[src/rtl/wp_pkg.sv]
package wp_pkg;

  // Sequencer position within the command streams
  typedef enum logic [2:0] {
    ST_IDLE = 3'd0,
    ST_KEY1 = 3'd1,
    ST_KEY2 = 3'd2,
    ST_OPEN = 3'd3,
    ST_MASK = 3'd4
  } wp_state_e;

  // Which command pattern the current request matches
  typedef struct packed {
    logic key1;      // first preamble byte
    logic key2;      // second preamble byte
    logic open_cmd;  // third byte: unlock data writes
    logic mask_cmd;  // third byte: open the lock mask
  } wp_match_t;

endpackage

[src/rtl/wp_cmd_decode.sv]
module wp_cmd_decode
  import wp_pkg::*;
#(
  parameter int unsigned LOW_W     = 12,
  parameter int unsigned DATA_W    = 8,
  parameter int unsigned ADDR_A    = 'h555,
  parameter int unsigned ADDR_B    = 'hAAA,
  parameter int unsigned KEY1_BYTE = 'hAA,
  parameter int unsigned KEY2_BYTE = 'h55,
  parameter int unsigned OPEN_BYTE = 'hA0,
  parameter int unsigned MASK_BYTE = 'hC0
) (
  input  logic [LOW_W-1:0]  addr_lo,
  input  logic [DATA_W-1:0] data,
  output wp_match_t         match
);

  logic at_a;
  logic at_b;

  always_comb begin
    at_a           = (addr_lo == LOW_W'(ADDR_A));
    at_b           = (addr_lo == LOW_W'(ADDR_B));
    match.key1     = at_a && (data == DATA_W'(KEY1_BYTE));
    match.key2     = at_b && (data == DATA_W'(KEY2_BYTE));
    match.open_cmd = at_a && (data == DATA_W'(OPEN_BYTE));
    match.mask_cmd = at_b && (data == DATA_W'(MASK_BYTE));
  end

endmodule

[src/rtl/wp_block_mask.sv]
module wp_block_mask #(
  parameter int unsigned NUM_BLK = 8,
  localparam int unsigned IDX_W  = $clog2(NUM_BLK)
) (
  input  logic               clk,
  input  logic               rst_n,
  input  logic               load_en,
  input  logic [NUM_BLK-1:0] load_data,
  input  logic [IDX_W-1:0]   region,
  output logic               blk_prot,
  output logic [NUM_BLK-1:0] lock_mask
);

  logic [NUM_BLK-1:0] lock_q;
  logic [NUM_BLK-1:0] lock_d;
  logic [NUM_BLK-1:0] hit;

  always_comb begin
    lock_d = load_data;
  end

  always_ff @(posedge clk or negedge rst_n) begin
    if (!rst_n) begin
      lock_q <= '0;
    end else if (load_en) begin
      lock_q <= lock_d;
    end
  end

  for (genvar i = 0; i < NUM_BLK; i++) begin : g_region
    assign hit[i] = lock_q[i] && (region == IDX_W'(i));
  end

  assign blk_prot  = |hit;
  assign lock_mask = lock_q;


  mask_load_chk: assert property (@(posedge clk) disable iff (!rst_n)
    load_en |=> (lock_q == $past(load_data)));


  mask_hold_chk: assert property (@(posedge clk) disable iff (!rst_n)
    !load_en |=> $stable(lock_q));

endmodule

[src/rtl/wp_seq_fsm.sv]
module wp_seq_fsm
  import wp_pkg::*;
(
  input  logic      clk,
  input  logic      rst_n,
  input  logic      wr_valid,
  input  logic      page_timeout,
  input  wp_match_t match,
  input  logic      blk_prot,
  output logic      wr_allow,
  output logic      wr_is_cmd,
  output logic      mask_load
);

  wp_state_e state_q;
  wp_state_e state_d;
  wp_state_e state_eff;
  logic      state_en;

  // Next-state and qualifier logic
  always_comb begin
    state_eff = page_timeout ? ST_IDLE : state_q;
    state_d   = state_eff;
    wr_allow  = 1'b0;
    wr_is_cmd = 1'b0;
    mask_load = 1'b0;
    if (wr_valid) begin
      unique case (state_eff)
        ST_IDLE: begin
          if (match.key1) begin
            wr_is_cmd = 1'b1;
            state_d   = ST_KEY1;
          end
        end
        ST_KEY1: begin
          if (match.key2) begin
            wr_is_cmd = 1'b1;
            state_d   = ST_KEY2;
          end else begin
            state_d = ST_IDLE;
          end
        end
        ST_KEY2: begin
          if (match.open_cmd) begin
            wr_is_cmd = 1'b1;
            state_d   = ST_OPEN;
          end else if (match.mask_cmd) begin
            wr_is_cmd = 1'b1;
            state_d   = ST_MASK;
          end else begin
            state_d = ST_IDLE;
          end
        end
        ST_OPEN: begin
          wr_allow = !blk_prot;
        end
        ST_MASK: begin
          wr_is_cmd = 1'b1;
          mask_load = 1'b1;
          state_d   = ST_IDLE;
        end
        default: state_d = ST_IDLE;
      endcase
    end
  end

  assign state_en = wr_valid || page_timeout;

  always_ff @(posedge clk or negedge rst_n) begin
    if (!rst_n) begin
      state_q <= ST_IDLE;
    end else if (state_en) begin
      state_q <= state_d;
    end
  end


  no_req_quiet_chk: assert property (@(posedge clk) disable iff (!rst_n)
    (wr_allow || wr_is_cmd) |-> wr_valid);


  idle_hold_chk: assert property (@(posedge clk) disable iff (!rst_n)
    (!wr_valid && !page_timeout) |=> $stable(state_q));


  timeout_idle_chk: assert property (@(posedge clk) disable iff (!rst_n)
    (page_timeout && !wr_valid) |=> (state_q == ST_IDLE));


  allow_needs_open_chk: assert property (@(posedge clk) disable iff (!rst_n)
    wr_allow |-> (state_q == ST_OPEN && !page_timeout));


  allow_cmd_excl_chk: assert property (@(posedge clk) disable iff (!rst_n)
    !(wr_allow && wr_is_cmd));

endmodule

[src/rtl/wp_cmd_seq.sv]
module wp_cmd_seq
  import wp_pkg::*;
#(
  parameter int unsigned ADDR_W = 13,
  parameter int unsigned DATA_W = 8
) (
  input  logic              clk,
  input  logic              rst_n,
  input  logic              wr_valid,
  input  logic [ADDR_W-1:0] wr_addr,
  input  logic [DATA_W-1:0] wr_data,
  input  logic              page_timeout,
  output logic              wr_allow,
  output logic              wr_is_cmd,
  output logic [DATA_W-1:0] blk_lock
);

  localparam int unsigned LOW_W   = ADDR_W - 1;     // plane bit excluded
  localparam int unsigned NUM_BLK = DATA_W;         // one lock bit per data bit
  localparam int unsigned IDX_W   = $clog2(NUM_BLK);

  wp_match_t        match;
  logic             blk_prot;
  logic             mask_load;
  logic [IDX_W-1:0] region;

  assign region = wr_addr[ADDR_W-1 -: IDX_W];

  wp_cmd_decode #(
    .LOW_W  (LOW_W),
    .DATA_W (DATA_W)
  ) u_decode (
    .addr_lo (wr_addr[LOW_W-1:0]),
    .data    (wr_data),
    .match   (match)
  );

  wp_block_mask #(
    .NUM_BLK (NUM_BLK)
  ) u_mask (
    .clk       (clk),
    .rst_n     (rst_n),
    .load_en   (mask_load),
    .load_data (wr_data),
    .region    (region),
    .blk_prot  (blk_prot),
    .lock_mask (blk_lock)
  );

  wp_seq_fsm u_fsm (
    .clk          (clk),
    .rst_n        (rst_n),
    .wr_valid     (wr_valid),
    .page_timeout (page_timeout),
    .match        (match),
    .blk_prot     (blk_prot),
    .wr_allow     (wr_allow),
    .wr_is_cmd    (wr_is_cmd),
    .mask_load    (mask_load)
  );


  allow_unlocked_region_chk: assert property (@(posedge clk) disable iff (!rst_n)
    wr_allow |-> !blk_lock[region]);

endmodule

[config.mk]
export PLATFORM = sky130hd
export DESIGN_NAME = wp_cmd_seq
export DESIGN_NICKNAME = d
export VERILOG_FILES = /design/src/rtl/wp_pkg.sv /design/src/rtl/wp_cmd_decode.sv /design/src/rtl/wp_block_mask.sv /design/src/rtl/wp_seq_fsm.sv /design/src/rtl/wp_cmd_seq.sv
export SDC_FILE = /design/constraint.sdc
export NUM_CORES = 1
export LEC_CHECK = 0
export BUFFER_PORTS_ARGS = -buffer_cell sky130_fd_sc_hd__buf_2
export CORE_MARGIN = 4
export CORE_UTILIZATION = 45
export DETAILED_ROUTE_END_ITERATION = 10
export GPL_ROUTABILITY_DRIVEN = 0
export PLACE_DENSITY = 0.78
export SLEW_MARGIN = 0
export SYNTH_ARGS = -nofsm -noshare
export SYNTH_HDL_FRONTEND = slang
export SYNTH_SLANG_ARGS = --single-unit
export TNS_END_PERCENT = 1
[constraint.sdc]
create_clock -name clk -period 2.3 [get_ports clk]
set_clock_uncertainty 0.2 [all_clocks]
set_input_delay 0.345 -clock clk [delete_from_list [all_inputs] [get_ports clk]]
set_output_delay 0.345 -clock clk [all_outputs]
set_load 0.05 [all_outputs]
# --- After elaboration in Yosys (flattened, before gate mapping) ---
# Index checks and enable logic that the tools add are counted.
totals:
  ff_bits: 11
  output_inout_bits: 10
  word_cells: 53
classes:
  eq_ne: 17
  mux: 17
  reduce_logical: 17
ops:
  columns: ["cell", "n"]
  rows:
  - ["$eq 8x8->1 const B", 3]
  - ["$eq 3x3->1 const B", 5]
  - ["$mux 3", 5]
  - ["$eq 12x11->1 const B", 1]
  - ["$eq 12x12->1 const B", 1]
  - ["$eq 3x2->1 const B", 4]
  - ["$logic_and 1x1->1", 12]
  - ["$pmux 3 s4", 1]
  - ["$mux 1", 9]
  - ["$eq 8x7->1 const B", 1]
  - ["$reduce_or 8->1", 1]
  - ["$eq 3x1->1 const B", 2]
  - ["$logic_not 3->1", 2]
  - ["$pmux 1 s4", 1]
  - ["$mux 2", 1]
  - ["$logic_not 1->1", 1]
  - ["$logic_or 1x1->1", 1]

# --- Longest topological paths before layout ---
logic_depth:
  word_depth: 6
  depth_mapped: 4

# --- Modules after synthesis ---
# A second synthesis with hierarchy kept.
unflattened:
  cells_unflattened: 64
  hier_area_um2: 738.2
modules_own_cells:
  columns: ["mod", "cells_each", "n_inst", "seq_area_each_um2", "area_each_um2"]
  rows:
  - ["wp_block_mask", 20, 1, 200.2, 357.8]
  - ["wp_seq_fsm", 26, 1, 75.1, 232.7]
  - ["wp_cmd_decode", 18, 1, 0.0, 147.6]

# --- Least setup slack after synthesis ---
# Ideal clock, no wire load.
synth_path:
  kind: "register -> output"
  startpoint: "reg u_mask.lock_q[3] (netlist: u_mask.lock_mask[3])"
  endpoint: "out wr_allow"
  path_stages_with_launch: 4
  t_arrival_ns: 1.951
  path_slack_ns: -0.196
  required_ns: 1.755
  n_path_buf: 0
  path_cell_list: "dfrtp_1 -> mux4_2 -> nor2b_1 -> a2111oi_4"
synth_via:
  elab_chain_cells: 5
synth_lines:
  columns: ["item", "line", "text"]
  rows:
  - ["start: declaration", "wp_block_mask.sv:14", "logic [NUM_BLK-1:0] lock_q;"]
  - ["start signal: assignment", "wp_block_mask.sv:26", "lock_q <= lock_d;"]
  - ["$logic_and 1x1->1", "wp_block_mask.sv:31", "assign hit[i] = lock_q[i] && (region == IDX_W'(i));"]
  - ["$reduce_or 8->1", "wp_block_mask.sv:34", "assign blk_prot = |hit;"]
  - ["$logic_not 1->1", "wp_seq_fsm.sv:55", "wr_allow = !blk_prot;"]
  - ["$mux 1", "wp_seq_fsm.sv:28", "unique case (state_eff)"]
  - ["$mux 1", "wp_seq_fsm.sv:27", "if (wr_valid) begin"]
  - ["end: declaration", "wp_cmd_seq.sv:13", "output logic wr_allow,"]
# Every way passes these cells.

# --- Worst setup path after layout ---
layout_path:
  startpoint: "reg u_mask.lock_q[7] (netlist: u_mask.lock_mask[7])"
  endpoint: "out wr_allow"
# The elaborated chain is that of the path after synthesis.

==> run summary <==
status: finished, final reports clean
routed vias/inst: 5.95
mapped cell area: 743 um^2
Synth Instances: 66
IO Port Bufs: 34
Clock Tree Buf Depth: 2
WL/cell: 15.6 um
Highest Clock Rate: 443 MHz
Setup-failing EPs final: 0
Vias: 720
DIE AREA: 2370 um^2
drt total wl: 1890 um
Util after Layout: 65.4%
Ys Warns: 0
total of max-cap violations: 0
Hold WC Path Type: input port to flop
Netlist cell types: 30
Pre-Repair DR Iteration Count: 4
cell row count: 14
Placed Area: 936 um^2
CP Launch Type: flop
min Tclk post-route: 2260 ps
final hold slack: 135 ps
Hold Crit Start: wr_data[5]
CP max-delay cell: mux4_2
Peak VDD IR: 0.000273 V
syn_nets: 91
largest net degree at the start of global routing: 12
DR iter-0 viols: 16
gr ovfl total: 0
core area: 1540 um^2
Initial Util: 48.2%
CP Data Arrival Time: 1710 ps
Reg2Reg Depth: 4
Worst Setup SP: u_mask.lock_mask[7]
total power: 0.379 mW
Fin. Hold Viols: 0
Post-DRT Antenna Nets: 0
final instance area: 1010 um^2
Worst R2R Start: u_fsm.state_q[0]
Static Leakage: 0.453 nW
# nets final: 131
Max Slew Vio Count: 0
share of layout cells above drive strength 1: 63.8%
CP Capture Type: primary output
critical path class: flop to primary output
DP Worst Slack: 33.2 ps
root buf cell: clkbuf_4
power density over the cells: 376 nW/um^2
Die Height: 48.6 um
Final Cycle Share: 98.1%
diode count: 0
RSZ-0062 raised after global routing: true
crit path cell chain: mux4_2 -> a2111oi_4 -> buf_6
CTS tree: built
DP HPWL: 1520 um
global-route wire length before repair: 3330 um
post-synthesis sequential area ratio: 37.0%
die width: 48.6 um
relative slew slack: 76.9%
htree depth: 1
Least-Margin Pin Slew: 341 ps
Max stage delay on crit path: 500 ps
clock latency on the worst-skew pair: 260 ps
EDFF count, synth: 0
aggregate global-route resource usage: 17.4%
Synth Register Bits: 11
top_reg_cell synth: dfrtp_1
PnR worst setup slack: 44.3 ps
Boundary Pins: 35
vias in the first global route: 730
# fillers: 135
Hold Path Cell Cnt: 2
number of remaining DRC errors: 0
Req. time, crit path: 1750 ps
Clock Sink Count: 11
syn_area_per_cell: 11.3 um^2
crit-path max FO: 3
Area Growth Syn to Fin: 35.7%
cts bufs inserted: 3
CTS clk-pin slew, worst paths: 70 ps
Post-synth ARST share: 100%
antenna violations before repair: 0
[per-stage QoR]
stage | setup TNS, ps | std cells
finish | 0 | 121
global route | -59.7 | 121
CTS | 0 | 120
detailed placement | 0 | 115
global placement | 0 | 115
floorplan | -42.0 | 66
[power breakdown]
| group | internal (mW) | switching, mW |
|---|---|---|
| sequential | 0.195 | 0.00196 |
| clock | 0.0671 | 0.0605 |
| combinational | 0.0273 | 0.0278 |
| total | 0.289 | 0.0903 |
[logic make-up (layout without fill, tap and decap cells)]
group / after synthesis / after routing / share of synthesized area [%]
buffers and inverters: 3 / 42 / 1.52
AO/OA/AOI/OAI: 13 / 13 / 15.7
AND/OR/NAND/NOR: 29 / 29 / 27.1
multiplexers: 10 / 10 / 18.7
flip-flops: 11 / 11 / 37.0
[final timing paths]
check	endpoint	slack, ps
worst max-delay path	wr_allow	40
worst min-delay path	u_mask.lock_mask[5]	130
worst max register to register	u_mask.lock_mask[3]	690
worst min register to register	u_mask.lock_mask[5]	330
max in group asynchronous	u_fsm.state_q[0]	1390
min in group asynchronous	u_mask.lock_mask[6]	280
[critical path, delay by kind of cell (launching register included)]
| kind | cells | cell delay, ps |
|---|---|---|
| compound gates | 1 | 320 |
| flops | 1 | 410 |
| mux | 1 | 500 |
| buf+inv | 1 | 210 |
[synth_stat cells (2+ instances only)]
cell type,n,area (um^2)
dfrtp_1,11,275
mux2_2,8,90.1
nand3_1,4,20.0
nor4b_1,4,35.0
nor2_1,3,11.3
nor2b_1,3,18.8
nor3_1,3,15.0
o21ai_0,3,15.0
and4bb_2,2,25.0
inv_1,2,7.51
nand4_1,2,12.5
nor4bb_1,2,20.0
o211ai_1,2,15.0
[area by class of cell]
cell class | count | area, um^2 | share of cell area [%]
clock buffers | 4 | 26.3 | 2.61
inverters | 2 | 7.51 | 0.744
multi-input cells | 52 | 465 | 46.2
flip-flops and latches | 11 | 289 | 28.7
well taps | 16 | 20.0 | 1.99
repair buffers | 36 | 200 | 19.9
[cell usage in the layout (no fill, tap or decap)]
| master | netlist | routed |
|---|---|---|
| nor2b_1 | 3 | 2 |
| o21ai_0 | 3 | 3 |
| mux4_2 | 1 | 2 |
| mux2_2 | 8 | 8 |
| nand2b_1 | 1 | 1 |
| and4bb_2 | 2 | 2 |
| nand2_1 | 1 | 1 |
| o211ai_1 | 2 | 2 |
| nand4_1 | 2 | 2 |
| buf_6 | 0 | 2 |
| a211oi_2 | 0 | 1 |
| a21oi_1 | 1 | 1 |
| and4b_1 | 1 | 1 |
| a21o_1 | 1 | 1 |
| dfrtp_2 | 0 | 11 |
| inv_1 | 2 | 2 |
| nor2b_4 | 0 | 1 |
| a2111oi_4 | 1 | 1 |
| nor4bb_1 | 2 | 2 |
| nand3_1 | 4 | 4 |
| o21bai_1 | 1 | 1 |
| nor4b_1 | 4 | 4 |
| clkbuf_1 | 1 | 1 |
| nand2_2 | 1 | 1 |
| nor3_2 | 1 | 1 |
| buf_2 | 0 | 32 |
| clkbuf_4 | 0 | 3 |
| o221a_2 | 1 | 1 |
| dlygate4sd3_1 | 0 | 1 |
| nor3_1 | 3 | 3 |
| o311a_1 | 1 | 1 |
| buf_4 | 0 | 1 |
| a32o_1 | 1 | 1 |
| nand3b_1 | 1 | 1 |
| nor2_1 | 3 | 3 |
[flip-flops by register name, indices dropped and copies added (netlist names)]
name / count
u_mask.lock_mask: 8
u_fsm.state_q: 3
[routing by layer]
layer  track usage, %  share of wire [%]  vias up
met4             4.04               0.74        0
met5                0                  0        -
met2             29.3                 51       28
li1                 -                  -      350
met3             5.21                8.1        2
met1             21.5                 40      340
[repair_timing]
item / CTS / global route
setup buffers: 0 / 1
hold buffers: 1 / 0
gates cloned: 0 / 0
endpoints found under the setup margin: 2 / 2
hold endpoints to repair: 11 / 0
pin swaps: 1 / 4
gates resized for setup: 4 / 6
No activity file was read; power rests on OpenSTA's default activity.
